## config.mk

```make
export PLATFORM = sky130hd
export DESIGN_NAME = mixcrit_sched
export DESIGN_NICKNAME = d
export VERILOG_FILES = /design/src/rtl/mixcrit_pkg.sv /design/src/rtl/mixcrit_entry.sv /design/src/rtl/mixcrit_pick.sv /design/src/rtl/mixcrit_sched.sv
export SDC_FILE = /design/constraint.sdc
export NUM_CORES = 2
export LEC_CHECK = 0
export BUFFER_PORTS_ARGS = -buffer_cell sky130_fd_sc_hd__buf_2
export CELL_PAD_IN_SITES_DETAIL_PLACEMENT = 0
export CELL_PAD_IN_SITES_GLOBAL_PLACEMENT = 2
export CORE_MARGIN = 2
export CORE_UTILIZATION = 35
export DETAILED_ROUTE_END_ITERATION = 8
export PLACE_DENSITY_LB_ADDON = 0.1
export REMOVE_ABC_BUFFERS = 1
export SLEW_MARGIN = 15
export SYNTH_ARGS = -nofsm -noshare
export SYNTH_HDL_FRONTEND = slang
export SYNTH_SLANG_ARGS = --single-unit
export TNS_END_PERCENT = 1
```

## constraint.sdc

```tcl
create_clock -name clk -period 42.1 [get_ports clk]
set_input_delay 8.42 -clock clk [delete_from_list [all_inputs] [get_ports clk]]
set_output_delay 8.42 -clock clk [all_outputs]
set_load 0.01 [all_outputs]
```

## src/rtl/mixcrit_pkg.sv

```systemverilog
package mixcrit_pkg;

   typedef enum logic [1:0] {
      OP_CREATE   = 2'd0,
      OP_ACTIVATE = 2'd1,
      OP_SLEEP    = 2'd2,
      OP_KILL     = 2'd3
   } op_e;

   localparam logic [1:0] RANK_NRT  = 2'd0;
   localparam logic [1:0] RANK_SOFT = 2'd1;
   localparam logic [1:0] RANK_HARD = 2'd2;

   // Codes 2 and 3 both map to the hard class.
   function automatic logic [1:0] rank_of(input logic [1:0] cls);
      return (cls[1]) ? RANK_HARD : cls;
   endfunction

endpackage

```

## src/rtl/mixcrit_entry.sv

```systemverilog
module mixcrit_entry
   import mixcrit_pkg::*;
#(
   parameter int TIME_W = 16,
   parameter int SEQ_W  = 8,
   parameter int KEY_W  = TIME_W + 2
) (
   input  logic              clk,
   input  logic              rst_n,
   input  logic              cmd_hit,
   input  op_e               cmd_op,
   input  logic [1:0]        cmd_class,
   input  logic [TIME_W-1:0] cmd_value,
   input  logic [TIME_W-1:0] now,
   input  logic [SEQ_W-1:0]  stamp,
   output logic              ready,
   output logic              arrive,
   output logic [1:0]        rank,
   output logic [KEY_W-1:0]  key
);

   logic              present_q, sleeping_q;
   logic [1:0]        rank_q;
   logic [TIME_W-1:0] period_q, deadline_q, wake_q;
   logic [SEQ_W-1:0]  seq_q;
   logic [TIME_W-1:0] metric;
   logic              wake_hit;

   assign wake_hit = sleeping_q && (now == wake_q);
   assign arrive   = (cmd_hit && cmd_op == OP_ACTIVATE && present_q && !ready)
                   || (!cmd_hit && wake_hit);

   always_ff @(posedge clk or negedge rst_n) begin
      if (!rst_n) begin
         present_q  <= 1'b0;
         ready      <= 1'b0;
         sleeping_q <= 1'b0;
         rank_q     <= RANK_NRT;
         period_q   <= '0;
         deadline_q <= '0;
         wake_q     <= '0;
         seq_q      <= '0;
      end else if (arrive) begin
         ready      <= 1'b1;
         sleeping_q <= 1'b0;
         seq_q      <= stamp;
         deadline_q <= now + period_q;
      end else if (cmd_hit) begin
         case (cmd_op)
            OP_CREATE: begin
               present_q  <= 1'b1;
               ready      <= 1'b0;
               sleeping_q <= 1'b0;
               rank_q     <= rank_of(cmd_class);
               period_q   <= cmd_value;
            end
            OP_SLEEP: begin
               if (present_q) begin
                  ready      <= 1'b0;
                  sleeping_q <= 1'b1;
                  wake_q     <= now + cmd_value;
               end
            end
            OP_KILL: begin
               present_q  <= 1'b0;
               ready      <= 1'b0;
               sleeping_q <= 1'b0;
            end
            default: ;
         endcase
      end
   end

   // Larger metric = more urgent within the class.
   always_comb begin
      case (rank_q)
         RANK_HARD: metric = ~(deadline_q - now);
         RANK_SOFT: metric = ~period_q;
         default:   metric = TIME_W'(stamp - seq_q);
      endcase
   end

   assign rank = rank_q;
   assign key  = {rank_q, metric};

endmodule

```

## src/rtl/mixcrit_pick.sv

```systemverilog
module mixcrit_pick #(
   parameter int N     = 8,
   parameter int KEY_W = 18,
   parameter int ID_W  = 3
) (
   input  logic [N-1:0]       ready,
   input  logic [N*KEY_W-1:0] keys,
   output logic               found,
   output logic [ID_W-1:0]    id
);

   logic [KEY_W-1:0] best;

   // Strict compare keeps the lower index on equal keys.
   always_comb begin
      found = 1'b0;
      id    = '0;
      best  = '0;
      for (int i = 0; i < N; i++) begin
         if (ready[i] && (!found || keys[i*KEY_W +: KEY_W] > best)) begin
            found = 1'b1;
            best  = keys[i*KEY_W +: KEY_W];
            id    = ID_W'(i);
         end
      end
   end

endmodule

```

## src/rtl/mixcrit_sched.sv

```systemverilog
module mixcrit_sched
   import mixcrit_pkg::*;
#(
   parameter int NUM_TASKS = 8,
   parameter int TIME_W    = 16,
   parameter int SEQ_W     = 8
) (
   input  logic                         clk,
   input  logic                         rst_n,
   input  logic                         cmd_valid,
   input  logic [1:0]                   cmd_op,
   input  logic [$clog2(NUM_TASKS)-1:0] cmd_id,
   input  logic [1:0]                   cmd_class,
   input  logic [TIME_W-1:0]            cmd_value,
   output logic                         dispatch_valid,
   output logic [$clog2(NUM_TASKS)-1:0] dispatch_id,
   output logic                         preempt
);

   localparam int ID_W  = $clog2(NUM_TASKS);
   localparam int KEY_W = TIME_W + 2;

   if (NUM_TASKS < 2) begin : g_bad_depth
      $error("mixcrit_sched: NUM_TASKS must be at least 2");
   end
   if (SEQ_W >= TIME_W) begin : g_bad_seq
      $error("mixcrit_sched: SEQ_W must be narrower than TIME_W");
   end

   logic [TIME_W-1:0]      now_q;
   logic [SEQ_W-1:0]       stamp_q;
   logic [NUM_TASKS-1:0]   ready_vec, arrive_vec;
   logic [2*NUM_TASKS-1:0] rank_flat;
   logic [NUM_TASKS*KEY_W-1:0] key_flat;
   logic                   sel_found;
   logic [ID_W-1:0]        sel_id;

   for (genvar g = 0; g < NUM_TASKS; g++) begin : g_entry
      mixcrit_entry #(
         .TIME_W (TIME_W),
         .SEQ_W  (SEQ_W),
         .KEY_W  (KEY_W)
      ) u_entry (
         .clk       (clk),
         .rst_n     (rst_n),
         .cmd_hit   (cmd_valid && (cmd_id == ID_W'(g))),
         .cmd_op    (op_e'(cmd_op)),
         .cmd_class (cmd_class),
         .cmd_value (cmd_value),
         .now       (now_q),
         .stamp     (stamp_q),
         .ready     (ready_vec[g]),
         .arrive    (arrive_vec[g]),
         .rank      (rank_flat[2*g +: 2]),
         .key       (key_flat[g*KEY_W +: KEY_W])
      );
   end

   mixcrit_pick #(
      .N     (NUM_TASKS),
      .KEY_W (KEY_W),
      .ID_W  (ID_W)
   ) u_pick (
      .ready (ready_vec),
      .keys  (key_flat),
      .found (sel_found),
      .id    (sel_id)
   );

   always_ff @(posedge clk or negedge rst_n) begin
      if (!rst_n) begin
         now_q          <= '0;
         stamp_q        <= '0;
         dispatch_valid <= 1'b0;
         dispatch_id    <= '0;
         preempt        <= 1'b0;
      end else begin
         now_q          <= now_q + 1'b1;
         stamp_q        <= stamp_q + SEQ_W'(|arrive_vec);
         dispatch_valid <= sel_found;
         dispatch_id    <= sel_id;
         preempt        <= sel_found && dispatch_valid
                           && (sel_id != dispatch_id)
                           && ready_vec[dispatch_id];
      end
   end

endmodule

```

* After elaboration in Yosys (flattened, before gate mapping) *
Index checks and enable logic that the tools add are counted.

storage, ports and cells
  register bits = 517
  input port bits = 26
  logic and storage cells = 418

operators by class
  $add $sub $neg = 27
  order comparisons = 8
  eq/ne operators = 43
  mux-type cells = 98
  bitwise logic cells = 24
  reduce and logical (&&, ||, !) cells = 149

operators with widths
  cell                   number
  $not 16->16            16
  $pmux 16 s2            8
  $add 16x16->16         9
  $eq 16x16->1           8
  $sub 16x16->16         8
  $gt 18x18->1           7
  $mux 18                7
  $reduce_and 3->1       24
  $sub 8x8->9            8
  $logic_and 1x1->1      58
  $mux 1                 58
  $pmux 1 s2             17
  $reduce_and 4->1       8
  $ne 3x1->1 const B     8
  $reduce_bool 3->1      8
  $logic_not 1->1        23
  $eq 2x2->1 const B     10
  $eq 2x1->1 const B     9
  $reduce_bool 2->1      9
  $add 16x1->16 const B  1
  $logic_or 1x1->1       15
  $eq 3x3->1 const B     4
  $mux 3                 4
  $add 8x1->8            1
  11 further kinds       21

* Logic depth before layout (Yosys ltp) *
  depth in word-level cells = 35
  gate-level depth with buffers = 86
  depth with buffers taken out = 78

* By module *
Synthesis repeated with hierarchy kept, for this count alone.

second synthesis, totals
  cell total of the unflattened synthesis = 5776
  area, all modules = 48820.6 um^2

by module, submodules not included
  module                                   times used  cells an instance  area an instance (um^2)
  mixcrit_entry at g_entry[0].u_entry ...  5           631                5382.7
  mixcrit_entry at g_entry[6].u_entry ...  2           596                5177.5
  mixcrit_entry at g_entry[1].u_entry      1           595                5223.8
  mixcrit_pick                             1           720                5014.8
  mixcrit_sched                            1           114                1313.8

* Least setup slack after synthesis *
No wires, ideal clock.

  path type = register to register
  start = register now_q[1]
  end = register preempt
  setup time = 0.083 ns
  arrival = 18.057 ns
  required time = 42.017 ns
  setup slack = 23.960 ns
  cell stages (with the launch flop) = 76
  path buffers = 14
  path through = dfrtp_1 buf_1 inv_1 fa_1 a211o_1 a2111oi_1 o211ai_1 a31o_2 a21o_1 a21boi_0 ha_1 nand4_2 nor4_4 o31ai_1 o2111ai_2 and2_1 buf_6 buf_8 [... 40 more ...] nand2_1 or4_1 or4_1 a31oi_1 buf_2 buf_2 nor2_1 a21o_1 ha_1 a211oi_1 nor2_1 o311ai_0 nand4b_1 a31oi_1 o21ai_0 o211ai_1 or4b_1 o21ai_0

between the ends
  cells in the longest elaborated chain, start to end = 35
  elaborated cells between the ends (all ways) = 76
  classes of those cells = add/sub: 8; order compare: 7; eq/ne: 1; mux: 29; bitwise: 8; reduce/logical: 23

ends and longest elaborated chain
  item                                             RTL line                                  RTL
  start, declared                                  mixcrit_sched.sv:30                       logic [TIME_W-1:0] now_q;
  start signal, assigned                           mixcrit_sched.sv:78                       now_q <= now_q + 1'b1;
  $sub 16x16->16                                   mixcrit_entry.sv:77                       RANK_HARD: metric = ~(deadline_q - now);
  $not 16->16                                      mixcrit_entry.sv:77
  $pmux 16 s2                                      mixcrit_entry.sv:76                       case (rank_q)
  $mux 18                                          mixcrit_pick.sv:20                        if (ready[i] && (!found || keys[i*KEY_W +: KEY_W] > best)) begin
  $gt 18x18->1                                     mixcrit_pick.sv:20
  $logic_or 1x1->1                                 mixcrit_pick.sv:20
  $logic_and 1x1->1                                mixcrit_pick.sv:20
  $mux 18 or $mux 1 (tied branches)                mixcrit_pick.sv:20
  [... 19 more ...]                                --
  $mux 18 or $mux 1 (tied branches)                mixcrit_pick.sv:20
  $gt 18x18->1 or $logic_not 1->1 (tied branches)  mixcrit_pick.sv:20
  $logic_or 1x1->1                                 mixcrit_pick.sv:20
  $logic_and 1x1->1                                mixcrit_pick.sv:20
  $mux 3 or $mux 1 (tied branches)                 mixcrit_pick.sv:20
  $ne 3x3->1 or $logic_and 1x1->1 (tied branches)  mixcrit_sched.sv:83, mixcrit_sched.sv:82
  $logic_and 1x1->1 (*)                            mixcrit_sched.sv:83                       && (sel_id != dispatch_id)
  $logic_and 1x1->1 (*)                            mixcrit_sched.sv:84                       && ready_vec[dispatch_id];
  end signal, assigned                             mixcrit_sched.sv:82                       preempt <= sel_found && dispatch_valid
  end, declared                                    mixcrit_sched.sv:17                       output logic preempt

Mark *: on every way between the ends. The rest lies on a longest branch, timed or not.
A chain may end at the register's enable or synchronous reset.

* Final worst setup path *
  start = register now_q[5]
  end = register preempt

The elaborated chain is that of the path after synthesis.

==> summary.txt <==
Layout
  • Register Area: 12,960 sq um
  • Multi-input gate area: about 28,000 sq um
  • Most frequent cells in the layout: 591 x nand2_1, 500 x dfrtp_1, 468 x ha_1
  • Most common cell after layout, fill and taps aside: nand2_1
  • Layout cells sized above 1: 0.1163
  • Filler cells: between 10,000 and 15,000
  • Layout Nets: approximately 5,500
  • Syn-to-layout area delta: 11.37%

STA
  • Period utilization: 0.5195
  • Setup tns final: 0 ps
  • Final setup vio count: 0
  • Worst hold slack: around 480 ps
  • Final hold vios: 0
  • RSZ-0062 raised after global routing: false
  • Layout Skew: 32.79 ps
  • Worst slew margin: 0.2331
  • Min cycle time layout: 21,870 ps
  • Peak Freq: 45.72 MHz
  • Pins Over Slew Limit: 0
  • Worst-Margin Slew: ~1100 ps

Worst setup path
  • Critical path's most frequent cell: ha_1
  • Buf/Inv on CP: 5
  • Critical path class: reg -> reg
  • Crit path max-delay family: compound AO/OA/AOI/OAI gates
  • CP Max Fanout: 30
  • Largest stage delay, worst path: around 910 ps
  • Worst path depth: 65
  • Worst setup SP type: flip-flop
  • Worst path arrival time: 22,470 ps
  • Reg2Reg Setup Slack: 20,230 ps
  • Worst r2r path cells: 65
  • Critical path's slowest cell: a2111oi_1
  • Reg2reg end: preempt$_DFF_PN0_
  • Data required time of the worst path: roughly 43,000 ps
  • Origin of the critical flop-to-flop path: now_q[5]$_DFF_PN0_
  • Endpoint class of the critical path: flip-flop

Synthesis
  • Synth cell types: 90
  • Top_reg_cell synth: dfrtp_1
  • Post-synth ARST share: 1.000
  • EDFF count, synth: 0
  • Synthesized area per cell: about 8.7 sq um
  • Register area share after synthesis: 0.3007
  • Synthesized area: 43,020 sq um
  • Register bit total from synthesis: a little over 500
  • Post-Syn Instances: 4,951
  • Ys Warns: 0

Run status
  • Status: complete, no violations

GRT
  • Met2 usage: 0.4768
  • Vias in the first global route: about 37,000
  • Largest net degree at the start of global routing: roughly 130
  • Initial antenna violation count: 18
  • First-pass GRT wire length: around 270,000 um
  • Grt met3 use: 0.02977
  • GR peak layer: met2
  • Overflow after GRT: 0
  • Met1 Track Usage GR: 0.4192
  • GRT Resource Usage Total: 0.2942

Detailed routing
  • DR pass1 iterations: 5
  • Wire length per cell: 27.91 um
  • Drt drc: 0
  • Vias per cell: 5.685
  • Wirelength, routed: approximately 190,000 um
  • Vias: 37,926
  • Initial drt markers: roughly 3,000
  • Routed Antenna Nets: 0

Clock network
  • Clock sink count: ~520
  • Clk Tree Root Cell: clkbuf_16
  • Post-CTS Resized: 0
  • Setup Buffers After CTS: 0
  • Post-cts hold buffer count: 0
  • Clock latency on the worst-skew pair: just under 700 ps
  • CTS Buffer Depth: 3
  • Num CTS Buffers: 71
  • Clock Pin Slew Worst Setup and Hold Paths: 60 ps
  • TritonCTS clock tree: yes
  • H-tree level count: 3

Min path
  • Hold EP: g_entry[4].u_entry.seq_q[5]$_DFFE_PN0P_
  • Hold WC Path Type: reg -> reg
  • Worst Hold Depth: 2
  • Worst hold path startpoint: g_entry[4].u_entry.seq_q[5]$_DFFE_PN0P_

Floorplanning
  • Ports: 31
  • Die area: 125,700 sq um
  • Die Wd: 354.6 um
  • Core area: 121,900 sq um
  • Standard-cell rows: ~130
  • Die height: approximately 350 um
  • Effective utilization at floorplan: 0.3530

Pwr
  • Pwr/cell area: 61.50 nW/um^2
  • Worst vdd rail ir drop: 49.95 uV
  • Internal power: 1.568 mW
  • Share of total power in the clock network: 0.220
  • NetSw: 1.378 mW
  • Switching part of the total power: 0.4678
  • Lkg Pwr: 22.22 nW
  • Power share of the combinational group: 0.558
  • Flop pwr share: 0.221

Placement
  • GP Congestion: 0.9845
  • Port-buffer cells: 30
  • HPWL after DPL: 135,200 um

Flow run
  • Max_cap viols: 0
==> flip-flops by register name, indices dropped and copies added, names as in the netlist <==
signal / count
g_entry.u_entry.deadline_q: 128
g_entry.u_entry.period_q: 128
g_entry.u_entry.wake_q: 128
g_entry.u_entry.seq_q: 64
g_entry.u_entry.rank: 16
now_q: 16
g_entry.u_entry.present_q: 8
g_entry.u_entry.ready: 8
g_entry.u_entry.sleeping_q: 8
stamp_q: 8
dispatch_id: 3
dispatch_valid: 1
preempt: 1
==> layer usage <==
metal / part of all wire / vias to the layer above / routed length (um)
li1: - / 18037 / -
met3: 0.044 / 185 / 8179
met4: 0.025 / 0 / 4631
met2: 0.46 / 867 / 84860
met5: 0 / - / 0
met1: 0.48 / 18837 / 88490
==> per-stage QoR <==
step / cell area [sq um] / setup slack (ps) / total power, mW / util / instances
floorplan: 42280 / 21720 / 1.691 / - / 4764
global placement: 45420 / 21120 / 2.299 / 0.3727 / 6531
detailed placement: 45430 / 20840 / 2.280 / 0.3728 / 6531
CTS: 47880 / 20740 / 2.946 / 0.3928 / 6656
global route: 47880 / 19170 / 3.158 / 0.3928 / 6656
finish: 47910 / 20230 / 2.947 / 0.3931 / 6671
==> power by group through the flow <==
stage	sequential, mW	clock, mW	combinational [mW]
after floorplan	0.628	0	1.06
after global placement	0.659	0	1.64
after detailed placement	0.660	0	1.62
after CTS	0.652	0.665	1.63
after global routing	0.662	0.683	1.81
final	0.653	0.649	1.65
==> final cells by class <==
| type | count | area share |
|---|---|---|
| antenna | 15 | 0.0007834 |
| inverter | 328 | 0.02570 |
| clock buffer | 92 | 0.04105 |
| sequential | 517 | 0.2705 |
| timing repair buffer | 142 | 0.02115 |
| tap | 1625 | 0.04243 |
| clock inverter | 33 | 0.01000 |
| multi-input combinational | 3919 | 0.5884 |
==> worst register-to-register path: cells and delay by family (launching register included) <==
kind	cells	cell delay, ps
and+or+nand+nor	24	7090
muxes	1	410
DFF	1	390
adders and majority gates	8	2670
buffers and inverters	5	1640
AOI/OAI and AO/OA	27	9610
==> how the worst max path moves through the flow <==
stage / end / start
floorplan: preempt$_DFF_PN0_ / now_q[1]$_DFF_PN0_
CTS: preempt$_DFF_PN0_ / now_q[5]$_DFF_PN0_
global route: preempt$_DFF_PN0_ / now_q[0]$_DFF_PN0_
detailed placement: preempt$_DFF_PN0_ / now_q[5]$_DFF_PN0_
finish: preempt$_DFF_PN0_ / now_q[5]$_DFF_PN0_
global placement: preempt$_DFF_PN0_ / now_q[5]$_DFF_PN0_
==> synth_stat cells (all sizes together) (22+ instances only) <==
cell type,number,share of area
nand2,591,0.052
dfrtp,517,0.30
ha,468,0.14
o21ai,395,0.046
inv,326,0.028
a21oi,272,0.032
nor2,246,0.021
mux2,243,0.064
xnor2,176,0.036
clkbuf,156,0.014
xor2,123,0.025
nand3,111,0.013
a21o,92,0.016
nor3,92,0.011
o21a,89,0.016
nor2b,75,0.011
o31ai,74,0.013
nand2b,60,0.0087
a31oi,59,0.0086
nand4,55,0.0081
a211oi,49,0.0087
o211ai,42,0.0073
mux2i,40,0.0093
or3,40,0.0058
and3,35,0.0051
a221oi,34,0.0069
and2,34,0.0049
nor4,32,0.0050
buf,31,0.0035
a21boi,30,0.0052
fa,25,0.012
or4,23,0.0040
or2,22,0.0032
==> cells by family (layout without fill, tap and decap cells) <==
logic type                 count (synthesis)  after routing  share of synthesized area
xor gates and xnor gates                 299            299                    0.06087
buffers and inverters                    515            595                    0.04581
muxes                                    285            285                    0.07405
and+or+nand+nor                         1468           1468                     0.1623
DFF                                      517            517                     0.3007
adders and majority gates                493            493                     0.1477
other                                      0             15                          0
AOI/OAI and AO/OA                       1374           1374                     0.2085
Note: power is estimated with default switching activity, not from simulation.
